## src/rtl/grp_irq_pkg.sv

```systemverilog
package grp_irq_pkg;

  localparam int KIND_W = 2;
  localparam int GSEL_W = 2;
  localparam int OFFS_W = KIND_W + GSEL_W;

  typedef enum logic [KIND_W-1:0] {
    KIND_PEND  = 2'd0,
    KIND_SENSE = 2'd1,
    KIND_TRIG  = 2'd2,
    KIND_MASK  = 2'd3
  } reg_kind_e;

  // Register offset: kind selects a row of four, group selects the column.
  function automatic logic [OFFS_W-1:0] reg_offset(reg_kind_e kind, int grp);
    return {kind, GSEL_W'(grp)};
  endfunction

  // One source's qualifying event from its synchronised value and the value
  // one clock earlier. sense_low inverts the active sense; trig_edge picks
  // edge detection over level detection.
  function automatic logic src_event(logic cur, logic prev, logic sense_low, logic trig_edge);
    logic act_now;
    logic act_prev;
    act_now  = cur ^ sense_low;
    act_prev = prev ^ sense_low;
    return trig_edge ? (act_now & ~act_prev) : act_now;
  endfunction

  // Sticky pending update: a fresh event outranks a clear in the same cycle.
  function automatic logic pend_next(logic held, logic evt, logic clr);
    return evt | (held & ~clr);
  endfunction

endpackage

```

## src/rtl/grp_irq_sync.sv

```systemverilog
module grp_irq_sync #(
  parameter int W = 24
) (
  input  logic         clk,
  input  logic         rst_n,
  input  logic [W-1:0] raw,
  output logic [W-1:0] cur,
  output logic [W-1:0] prev
);

  logic [W-1:0] meta_q;
  logic [W-1:0] cur_q;
  logic [W-1:0] prev_q;

  always_ff @(posedge clk or negedge rst_n) begin
    if (!rst_n) begin
      meta_q <= '0;
      cur_q  <= '0;
      prev_q <= '0;
    end else begin
      meta_q <= raw;
      cur_q  <= meta_q;
      prev_q <= cur_q;
    end
  end

  assign cur  = cur_q;
  assign prev = prev_q;

endmodule

```

## src/rtl/grp_irq_group.sv

```systemverilog
module grp_irq_group #(
  parameter int GW = 8
) (
  input  logic          clk,
  input  logic          rst_n,
  input  logic [GW-1:0] cur,
  input  logic [GW-1:0] prev,
  input  logic [GW-1:0] sense,
  input  logic [GW-1:0] trig,
  input  logic [GW-1:0] clr,
  output logic [GW-1:0] pend,
  output logic [GW-1:0] evt
);
  import grp_irq_pkg::*;

  logic [GW-1:0] evt_w;
  logic [GW-1:0] pend_q;

  for (genvar b = 0; b < GW; b++) begin : g_bit
    assign evt_w[b] = src_event(cur[b], prev[b], sense[b], trig[b]);

    always_ff @(posedge clk or negedge rst_n) begin
      if (!rst_n) pend_q[b] <= 1'b0;
      else        pend_q[b] <= pend_next(pend_q[b], evt_w[b], clr[b]);
    end
  end

  assign pend = pend_q;
  assign evt  = evt_w;

  AST_PEND_NEEDS_EVENT: assert property (@(posedge clk) disable iff (!rst_n)
    ((pend_q & ~$past(pend_q) & ~$past(evt_w)) == '0));

  AST_EVENT_BEATS_CLEAR: assert property (@(posedge clk) disable iff (!rst_n)
    (($past(evt_w) & $past(clr) & ~pend_q) == '0));

  AST_CLEAR_TAKES: assert property (@(posedge clk) disable iff (!rst_n)
    (($past(clr) & ~$past(evt_w) & pend_q) == '0));

endmodule

```

## src/rtl/grp_irq_regs.sv

```systemverilog
module grp_irq_regs #(
  parameter int NUM_GROUPS = 3,
  parameter int GW         = 8
) (
  input  logic                                 clk,
  input  logic                                 rst_n,
  input  logic [grp_irq_pkg::OFFS_W-1:0]       addr,
  input  logic                                 we,
  input  logic [GW-1:0]                        wdata,
  input  logic [NUM_GROUPS-1:0][GW-1:0]        pend_in,
  output logic [GW-1:0]                        rdata,
  output logic [NUM_GROUPS-1:0][GW-1:0]        sense,
  output logic [NUM_GROUPS-1:0][GW-1:0]        trig,
  output logic [NUM_GROUPS-1:0][GW-1:0]        mask,
  output logic [NUM_GROUPS-1:0][GW-1:0]        clr
);
  import grp_irq_pkg::*;

  logic [NUM_GROUPS-1:0][GW-1:0] sense_q;
  logic [NUM_GROUPS-1:0][GW-1:0] trig_q;
  logic [NUM_GROUPS-1:0][GW-1:0] mask_q;
  logic                          pend_wr_w;

  for (genvar g = 0; g < NUM_GROUPS; g++) begin : g_grp
    always_ff @(posedge clk or negedge rst_n) begin
      if (!rst_n) begin
        sense_q[g] <= '0;
        trig_q[g]  <= '1;
        mask_q[g]  <= '1;
      end else if (we) begin
        if (addr == reg_offset(KIND_SENSE, g)) sense_q[g] <= wdata;
        if (addr == reg_offset(KIND_TRIG, g))  trig_q[g]  <= wdata;
        if (addr == reg_offset(KIND_MASK, g))  mask_q[g]  <= wdata;
      end
    end

    assign clr[g] = (we && addr == reg_offset(KIND_PEND, g)) ? wdata : '0;
  end

  always_comb begin
    rdata = '0;
    for (int g = 0; g < NUM_GROUPS; g++) begin
      if (addr == reg_offset(KIND_PEND, g))  rdata = pend_in[g];
      if (addr == reg_offset(KIND_SENSE, g)) rdata = sense_q[g];
      if (addr == reg_offset(KIND_TRIG, g))  rdata = trig_q[g];
      if (addr == reg_offset(KIND_MASK, g))  rdata = mask_q[g];
    end
  end

  assign pend_wr_w = we && (addr[OFFS_W-1:GSEL_W] == KIND_PEND);

  assign sense = sense_q;
  assign trig  = trig_q;
  assign mask  = mask_q;

  AST_UNUSED_READ_ZERO: assert property (@(posedge clk) disable iff (!rst_n)
    (int'(addr[GSEL_W-1:0]) >= NUM_GROUPS) |-> (rdata == '0));

  AST_ACK_KEEPS_MASK: assert property (@(posedge clk) disable iff (!rst_n)
    $past(pend_wr_w) |-> $stable(mask_q));

endmodule

```

## src/rtl/grp_irq_ctrl.sv

```systemverilog
module grp_irq_ctrl #(
  parameter  int NUM_GROUPS = 3,
  parameter  int GROUP_W    = 8,
  localparam int NSRC       = NUM_GROUPS * GROUP_W,
  localparam int ADDR_W     = grp_irq_pkg::OFFS_W
) (
  input  logic               clk,
  input  logic               rst_n,
  input  logic [NSRC-1:0]    irq_in,
  input  logic [ADDR_W-1:0]  reg_addr,
  input  logic               reg_we,
  input  logic [GROUP_W-1:0] reg_wdata,
  output logic [GROUP_W-1:0] reg_rdata,
  output logic               irq_out
);

  logic [NSRC-1:0]                    cur_w;
  logic [NSRC-1:0]                    prev_w;
  logic [NUM_GROUPS-1:0][GROUP_W-1:0] pend_w;
  logic [NUM_GROUPS-1:0][GROUP_W-1:0] evt_w;
  logic [NUM_GROUPS-1:0][GROUP_W-1:0] sense_w;
  logic [NUM_GROUPS-1:0][GROUP_W-1:0] trig_w;
  logic [NUM_GROUPS-1:0][GROUP_W-1:0] mask_w;
  logic [NUM_GROUPS-1:0][GROUP_W-1:0] clr_w;
  logic                               live_w;
  logic                               irq_q;

  grp_irq_sync #(.W(NSRC)) sync_i (
    .clk  (clk),
    .rst_n(rst_n),
    .raw  (irq_in),
    .cur  (cur_w),
    .prev (prev_w)
  );

  grp_irq_regs #(.NUM_GROUPS(NUM_GROUPS), .GW(GROUP_W)) regs_i (
    .clk    (clk),
    .rst_n  (rst_n),
    .addr   (reg_addr),
    .we     (reg_we),
    .wdata  (reg_wdata),
    .pend_in(pend_w),
    .rdata  (reg_rdata),
    .sense  (sense_w),
    .trig   (trig_w),
    .mask   (mask_w),
    .clr    (clr_w)
  );

  for (genvar g = 0; g < NUM_GROUPS; g++) begin : g_group
    grp_irq_group #(.GW(GROUP_W)) group_i (
      .clk  (clk),
      .rst_n(rst_n),
      .cur  (cur_w[g*GROUP_W +: GROUP_W]),
      .prev (prev_w[g*GROUP_W +: GROUP_W]),
      .sense(sense_w[g]),
      .trig (trig_w[g]),
      .clr  (clr_w[g]),
      .pend (pend_w[g]),
      .evt  (evt_w[g])
    );
  end

  assign live_w = |(pend_w & ~mask_w);

  always_ff @(posedge clk or negedge rst_n) begin
    if (!rst_n) irq_q <= 1'b0;
    else        irq_q <= live_w;
  end

  assign irq_out = irq_q;

  AST_ALL_MASKED_QUIET: assert property (@(posedge clk) disable iff (!rst_n)
    ($past(mask_w) == '1) |-> !irq_out);

  AST_STALE_RAISES: assert property (@(posedge clk) disable iff (!rst_n)
    $past(|(pend_w & ~mask_w)) |-> irq_out);

  AST_NO_EVENT_NO_IRQ: assert property (@(posedge clk) disable iff (!rst_n)
    ($past(pend_w) == '0) |-> !irq_out);

endmodule

```

## config.mk

```make
export PLATFORM = sky130hd
export DESIGN_NAME = grp_irq_ctrl
export DESIGN_NICKNAME = d
export VERILOG_FILES = /design/src/rtl/grp_irq_pkg.sv /design/src/rtl/grp_irq_sync.sv /design/src/rtl/grp_irq_group.sv /design/src/rtl/grp_irq_regs.sv /design/src/rtl/grp_irq_ctrl.sv
export SDC_FILE = /design/constraint.sdc
export NUM_CORES = 1
export LEC_CHECK = 0
export BUFFER_PORTS_ARGS = -buffer_cell sky130_fd_sc_hd__buf_2
export CAP_MARGIN = 20
export CORE_ASPECT_RATIO = 1.2
export CORE_MARGIN = 2
export CORE_UTILIZATION = 40
export CTS_CLUSTER_DIAMETER = 30
export DETAILED_ROUTE_END_ITERATION = 12
export PLACE_DENSITY_LB_ADDON = 0.08
export SLEW_MARGIN = 20
export SYNTH_ARGS = -nofsm -noshare
export SYNTH_HDL_FRONTEND = slang
export SYNTH_HIERARCHICAL = 1
export SYNTH_SLANG_ARGS = --single-unit
```

## constraint.sdc

```tcl
create_clock -name clk -period 1.5 [get_ports clk]
set_input_delay 0.225 -clock clk [delete_from_list [all_inputs] [get_ports clk]]
set_output_delay 0.225 -clock clk [all_outputs]
set_load 0.1 [all_outputs]
```

==> impl_metrics.py, run 1 <==
metrics = {
    "run_status": {
        "status": "finished, violations left",
        "violations": "setup timing",
    },
    "worst_hold_path": {
        "hold_path_class": "in -> reg",
        "hold_path_depth": 3,
    },
    "detailed_routing": {
        "totalWireLength_mm": 19.66,
        "ant_nets": 0,
        "dr.first_iter.drc_count": 273,
        "wire_per_inst_um": 18.35,
        "dr_total_vias": 5261,
        "dr.pass1.iters": 4,
        "drc": 0,
        "viasPerCell": 4.912,
    },
    "floorplan": {
        "die_h_um": 155.1,
        "die_w_um": 129.9,
        "rows": 55,
        "die_area_um2": 20140,
        "io_pins": 48,
        "initial_core_util": 0.4050,
        "core_um2": 18790,
    },
    "placement": {
        "portBuffers": 47,
        "dp_hpwl_mm": 14.04,
        "place_ws_ns": -0.6286,
        "gp_congestion": 0.8791,
    },
    "grt": {
        "grt_pass1_vias": 5549,
        "grt_pass1_wl_mm": 31.08,
        "grtUsageTotal": 0.2086,
        "grt_max_degree": 46,
        "antenna_found_initial": 0,
        "grt-ovfl-total": 0,
    },
    "sta": {
        "max_freq_mhz": 472.5,
        "fin_crit_ns": 2.116,
        "skew_ns": 0.01107,
        "setup_ws_ns": -0.6165,
        "worst_slew_pin_slew_ns": 0.4847,
        "tns_ns": -4.386,
        "hold_viol": 0,
        "period_share": 1.411,
        "rsz0062_at_grt": "true",
        "fin_hold_ws_ns": 0.1385,
        "relSlewSlack": 0.6791,
        "drv_slew": 0,
        "finalSetupViolCount": 8,
    },
    "clocking": {
        "cts_root_buf": "clkbuf_16",
        "clk_pin_slew_ns": 0.06,
        "clock_sinks": 169,
        "cts_tree": "built",
        "worstSkewPairLatency_ns": 0.43,
        "cts-buffers-inserted": 17,
        "cts_buffer_depth": 2,
        "htree_levels": 4,
    },
    "run": {
        "timing.max_cap.violations": 0,
    },
    "worst_setup_path": {
        "crit_start": "regs_i/sense[2]$_DFFE_PN0P_",
        "crit_end": "reg_rdata[2]",
        "reg2reg_to": "irq_out$_DFF_PN0_",
        "critPathLaunchType": "register",
        "crit_type": "reg -> out",
        "cp.required_ns": 1.27,
        "worstPathArrival_ns": 1.89,
        "r2r_start": "regs_i/mask[5]$_DFFE_PN1P_",
        "worst_r2r_path_depth": 4,
        "crit_fanout": 2,
        "critPathCaptureType": "primary output",
        "regToRegSetupSlack_ns": 0.09,
    },
    "layout": {
        "area_growth_pct": 34.55,
        "diodes": 0,
        "final_common_cell": "buf_4",
        "layout_common_cells": "buf_4, dfrtp_1, mux2_2",
        "drive_above_1_share": 0.4798,
        "num-nets-final": 841,
    },
    "logic_synthesis": {
        "yosysWarnings": 6,
        "synth_area_per_cell_um2": 12.68,
        "synth_nets": 639,
        "synth_area_um2": 7609,
        "syn_inst": 600,
    },
    "power": {
        "p_per_area_nw_per_um2": 1273,
        "ir_drop_uv": 794.6,
        "p_leak_nw": 4.641,
        "total_power_mw": 13.03,
    },
}
-- routing by layer --
layer	GRT usage	share of wire	vias up
li1	-	-	2527
met1	0.2853	0.46	2620
met2	0.3288	0.49	84
met3	0.03095	0.023	30
met4	0.09370	0.030	0
met5	0	0	-
-- area by class of cell --
| class | instances | area (um2) |
|---|---|---|
| Multi-Input combinational cell | 374 | 3208 |
| Fill cell | 1613 | 8549 |
| Clock buffer | 19 | 432.9 |
| Sequential cell | 169 | 4290 |
| Clock inverter | 13 | 143.9 |
| Timing Repair Buffer | 207 | 1718 |
| Tap cell | 256 | 320.3 |
| Inverter | 33 | 123.9 |
-- critical path: stages (launching register included) --
cell,delay (ns)
dfrtp_1,0.39
mux4_2,0.47
mux2i_1,0.14
nor2_1,0.07
a21oi_2,0.15
a31oi_4,0.06
buf_12,0.19
-- how the worst min path moves through the flow --
stage | startpoint | end | slack, ns
final | reg_wdata[3] | regs_i/mask[11]$_DFFE_PN1P_ | 0.14
after global routing | reg_wdata[3] | regs_i/mask[11]$_DFFE_PN1P_ | 0.15
after CTS | reg_wdata[3] | regs_i/mask[11]$_DFFE_PN1P_ | 0.11
after detailed placement | rst_n | sync_i/cur[17]$_DFF_PN0_ | 0.13
after global placement | rst_n | sync_i/cur[23]$_DFF_PN0_ | 0.12
after floorplan | rst_n | g_group[0].group_i/pend[0]$_DFF_PN0_ | -0.07
-- power by group --
| group | internal (mW) | leakage (nW) | switching, mW |
|---|---|---|---|
| clock network | 2.47 | 0.276 | 1.88 |
| logic | 1.58 | 2.51 | 1.35 |
| registers | 5.36 | 1.86 | 0.394 |
-- sequential cells by signal, indices dropped and copies added, names as in the netlist --
register	flops
sync_i/prev	24
regs_i/trig	24
irq_out	1
g_group.group_i/pend	24
regs_i/sense	24
regs_i/mask	24
sync_i/cur	24
sync_i/meta_q	24
-- stage by stage --
step | util | std cells | cell area (um2)
floorplan | - | 600 | 7782
global placement | 0.4954 | 1013 | 9308
detailed placement | 0.4954 | 1013 | 9308
CTS | 0.5427 | 1070 | 10190
global route | 0.5449 | 1071 | 10240
finish | 0.5449 | 1071 | 10240
-- timing repair --
| item | in CTS | in global routing |
|---|---|---|
| hold buffers | 25 | 0 |
| resized for setup | 27 | 8 |
| endpoints found under the hold margin | 75 | 0 |
| setup buffers | 0 | 1 |
| pin swaps | 4 | 6 |
| gates cloned | 0 | 0 |
| endpoints found under the setup margin | 20 | 15 |
Power figures use the tool's default switching activity.
==> inputs of run 2 (changes only) <==
--- a/config.mk
+++ b/config.mk
@@ -7,12 +7,15 @@
 export LEC_CHECK = 0
 export BUFFER_PORTS_ARGS = -buffer_cell sky130_fd_sc_hd__buf_2
 export CAP_MARGIN = 20
+export CELL_PAD_IN_SITES_DETAIL_PLACEMENT = 1
+export CELL_PAD_IN_SITES_GLOBAL_PLACEMENT = 2
 export CORE_ASPECT_RATIO = 1.2
 export CORE_MARGIN = 2
-export CORE_UTILIZATION = 40
+export CORE_UTILIZATION = 38
 export CTS_CLUSTER_DIAMETER = 30
 export DETAILED_ROUTE_END_ITERATION = 12
 export PLACE_DENSITY_LB_ADDON = 0.08
+export REMOVE_ABC_BUFFERS = 1
 export SLEW_MARGIN = 20
 export SYNTH_ARGS = -nofsm -noshare
 export SYNTH_HDL_FRONTEND = slang
==> run 2 against run 1 <==
- setup slack worse by 0.14 ns
- fmax fell by 6.1%
- highest routed layer unchanged
- clock skew fell by 0.0057 ns
- largest power group unchanged
- the run still ends with setup timing left
- sequential power about the same
==> impl_metrics.py, run 2 (synthesis gave the netlist of run 1 again) <==
metrics = {
    "layout": {
        "fillers": 2057,
        "final_area_um2": 10300,
        "multi_input_area_um2": 3137,
        "finalNonFillerCells": 1086,
        "seqCellArea_um2": 4289,
        "final_common_cell": "buf_4",
        "layout_common_cells": "buf_4, dfrtp_1, mux2_2",
        "num-nets-final": 851,
        "drive_above_1_share": 0.4752,
        "diodes": 0,
        "area_growth_pct": 35.42,
    },
    "clocking": {
        "cts_buffer_depth": 2,
        "clk_pin_slew_ns": 0.07,
        "htree_levels": 4,
        "cts_tree": "built",
        "clock_sinks": 169,
        "cts-buffers-inserted": 17,
        "worstSkewPairLatency_ns": 0.43,
        "cts_root_buf": "clkbuf_16",
    },
    "worst_setup_path": {
        "worstPathCellList": "mux4_2, nor2_2, a211o_1, a31oi_4, buf_12",
        "critPathCaptureType": "primary output",
        "crit_start": "regs_i/trig[6]$_DFFE_PN1P_",
        "r2r_start": "regs_i/mask[12]$_DFFE_PN1P_",
        "slowest_delay_ns": 0.54,
        "regToRegSetupSlack_ns": 0.08,
        "reg2reg_to": "irq_out$_DFF_PN0_",
        "crit_type": "reg -> out",
        "crit_fanout": 2,
        "worst_r2r_path_depth": 5,
        "cp_slowest_cell": "dfstp_2",
        "critPathLaunchType": "register",
        "crit_end": "reg_rdata[6]",
        "cp.required_ns": 1.27,
        "worstPathArrival_ns": 2.03,
    },
    "floorplan": {
        "rows": 56,
        "core_um2": 19620,
        "die_w_um": 133.2,
        "die_area_um2": 21170,
        "initial_core_util": 0.3878,
        "io_pins": 48,
        "die_h_um": 159.0,
    },
    "grt": {
        "antenna_found_initial": 0,
        "grt_pass1_vias": 6199,
        "grt_max_degree": 35,
        "grt-ovfl-total": 0,
        "grtUsageTotal": 0.2184,
        "grt_pass1_wl_mm": 34.89,
    },
    "run": {
        "timing.max_cap.violations": 0,
    },
    "detailed_routing": {
        "drc": 0,
        "dr.first_iter.drc_count": 246,
        "ant_nets": 0,
        "wire_per_inst_um": 19.99,
        "viasPerCell": 5.013,
        "dr.pass1.iters": 4,
        "dr_total_vias": 5444,
        "totalWireLength_mm": 21.71,
    },
    "sta": {
        "max_freq_mhz": 443.9,
        "rsz0062_at_grt": "true",
        "drv_slew": 0,
        "period_share": 1.502,
        "fin_crit_ns": 2.253,
        "setup_ws_ns": -0.7529,
        "relSlewSlack": 0.6769,
        "worst_slew_pin_slew_ns": 0.4880,
        "finalSetupViolCount": 8,
        "hold_viol": 0,
        "skew_ns": 0.005396,
        "tns_ns": -5.009,
    },
    "power": {
        "total_power_mw": 13.22,
        "power_frac_seq": 0.436,
        "p_leak_nw": 4.729,
        "ir_drop_uv": 857.4,
        "comb_power_share": 0.222,
        "power.internal_mw": 9.525,
        "swShare": 0.2795,
        "p_clk_frac": 0.343,
        "p_switching_mw": 3.694,
        "p_per_area_nw_per_um2": 1283,
    },
    "worst_hold_path": {
        "hold_path_depth": 3,
        "hold_path_class": "in -> reg",
    },
    "placement": {
        "gp_congestion": 0.8122,
        "dp_hpwl_mm": 15.31,
        "dpl-instance-area_um2": 9316,
        "portBuffers": 47,
        "dp_cells": 1026,
    },
    "run_status": {
        "status": "finished, violations left",
        "violations": "setup timing",
    },
}
[run 2: changes by cell type in the layout (fill, tap and decap cells not counted), moves of 3 or more]
cell / delta
o22ai_1: -3
o22ai_2: +3
clkbuf_8: +4
buf_4: +5
[run 2: per-layer routing]
metal | routed length, um | share of wire | global-route usage
met1 | 9763 | 0.45 | 0.2815
met2 | 10930 | 0.50 | 0.3752
met3 | 617 | 0.028 | 0.03852
met4 | 403 | 0.019 | 0.06867
met5 | 0 | 0 | 0
[run 2: worst min path at each step]
stage / slack (ns) / to / startpoint
floorplan: -0.07 / g_group[0].group_i/pend[0]$_DFF_PN0_ / rst_n
global placement: 0.16 / sync_i/meta_q[23]$_DFF_PN0_ / rst_n
detailed placement: 0.16 / sync_i/meta_q[23]$_DFF_PN0_ / rst_n
CTS: 0.1 / regs_i/mask[11]$_DFFE_PN1P_ / reg_wdata[3]
global route: 0.12 / regs_i/mask[11]$_DFFE_PN1P_ / reg_wdata[3]
finish: 0.12 / regs_i/mask[11]$_DFFE_PN1P_ / reg_wdata[3]
[run 2: area by class of cell]
cell class / instances / area share
Inverter: 33 / 0.01202
Timing Repair Buffer: 217 / 0.1768
Clock buffer: 21 / 0.04566
Sequential cell: 169 / 0.4163
Tap cell: 261 / 0.03169
Multi-Input combinational cell: 374 / 0.3044
Clock inverter: 11 / 0.01311
[run 2: what timing repair did]
action | in CTS | in global routing
endpoints found under the hold margin | 61 | 0
setup endpoints to repair | 9 | 11
cloned | 0 | 0
gates resized for setup | 16 | 13
hold buffers | 25 | 0
setup buffers | 1 | 2
pin swaps | 9 | 9
[run 2: critical path, delay by kind of cell (launching register included)]
kind | cells | cell delay (ns)
flip-flops | 1 | 0.54
AND/OR/NAND/NOR | 1 | 0.05
AO/OA/AOI/OAI | 2 | 0.57
buffers and inverters | 1 | 0.20
multiplexers | 1 | 0.24
[run 2: power by group through the flow]
stage	registers (mW)	clock network [mW]	logic, mW
global placement	5.80	0	2.67
global route	5.84	4.84	3.18
floorplan	5.76	0	1.31
finish	5.76	4.53	2.93
CTS	5.76	4.67	2.90
detailed placement	5.83	0	2.78
[run 2: stage by stage]
stage | util | setup WS, ns | hold WS [ns]
2_1_floorplan | - | -1.879 | -0.07059
4_1_cts | 0.5214 | -0.7605 | 0.09625
3_5_place_dp | 0.4749 | -0.5148 | 0.1555
5_1_grt | 0.5252 | -0.8566 | 0.1202
6_report | 0.5252 | -0.7529 | 0.1159
3_3_place_gp | 0.4749 | -0.5094 | 0.1575
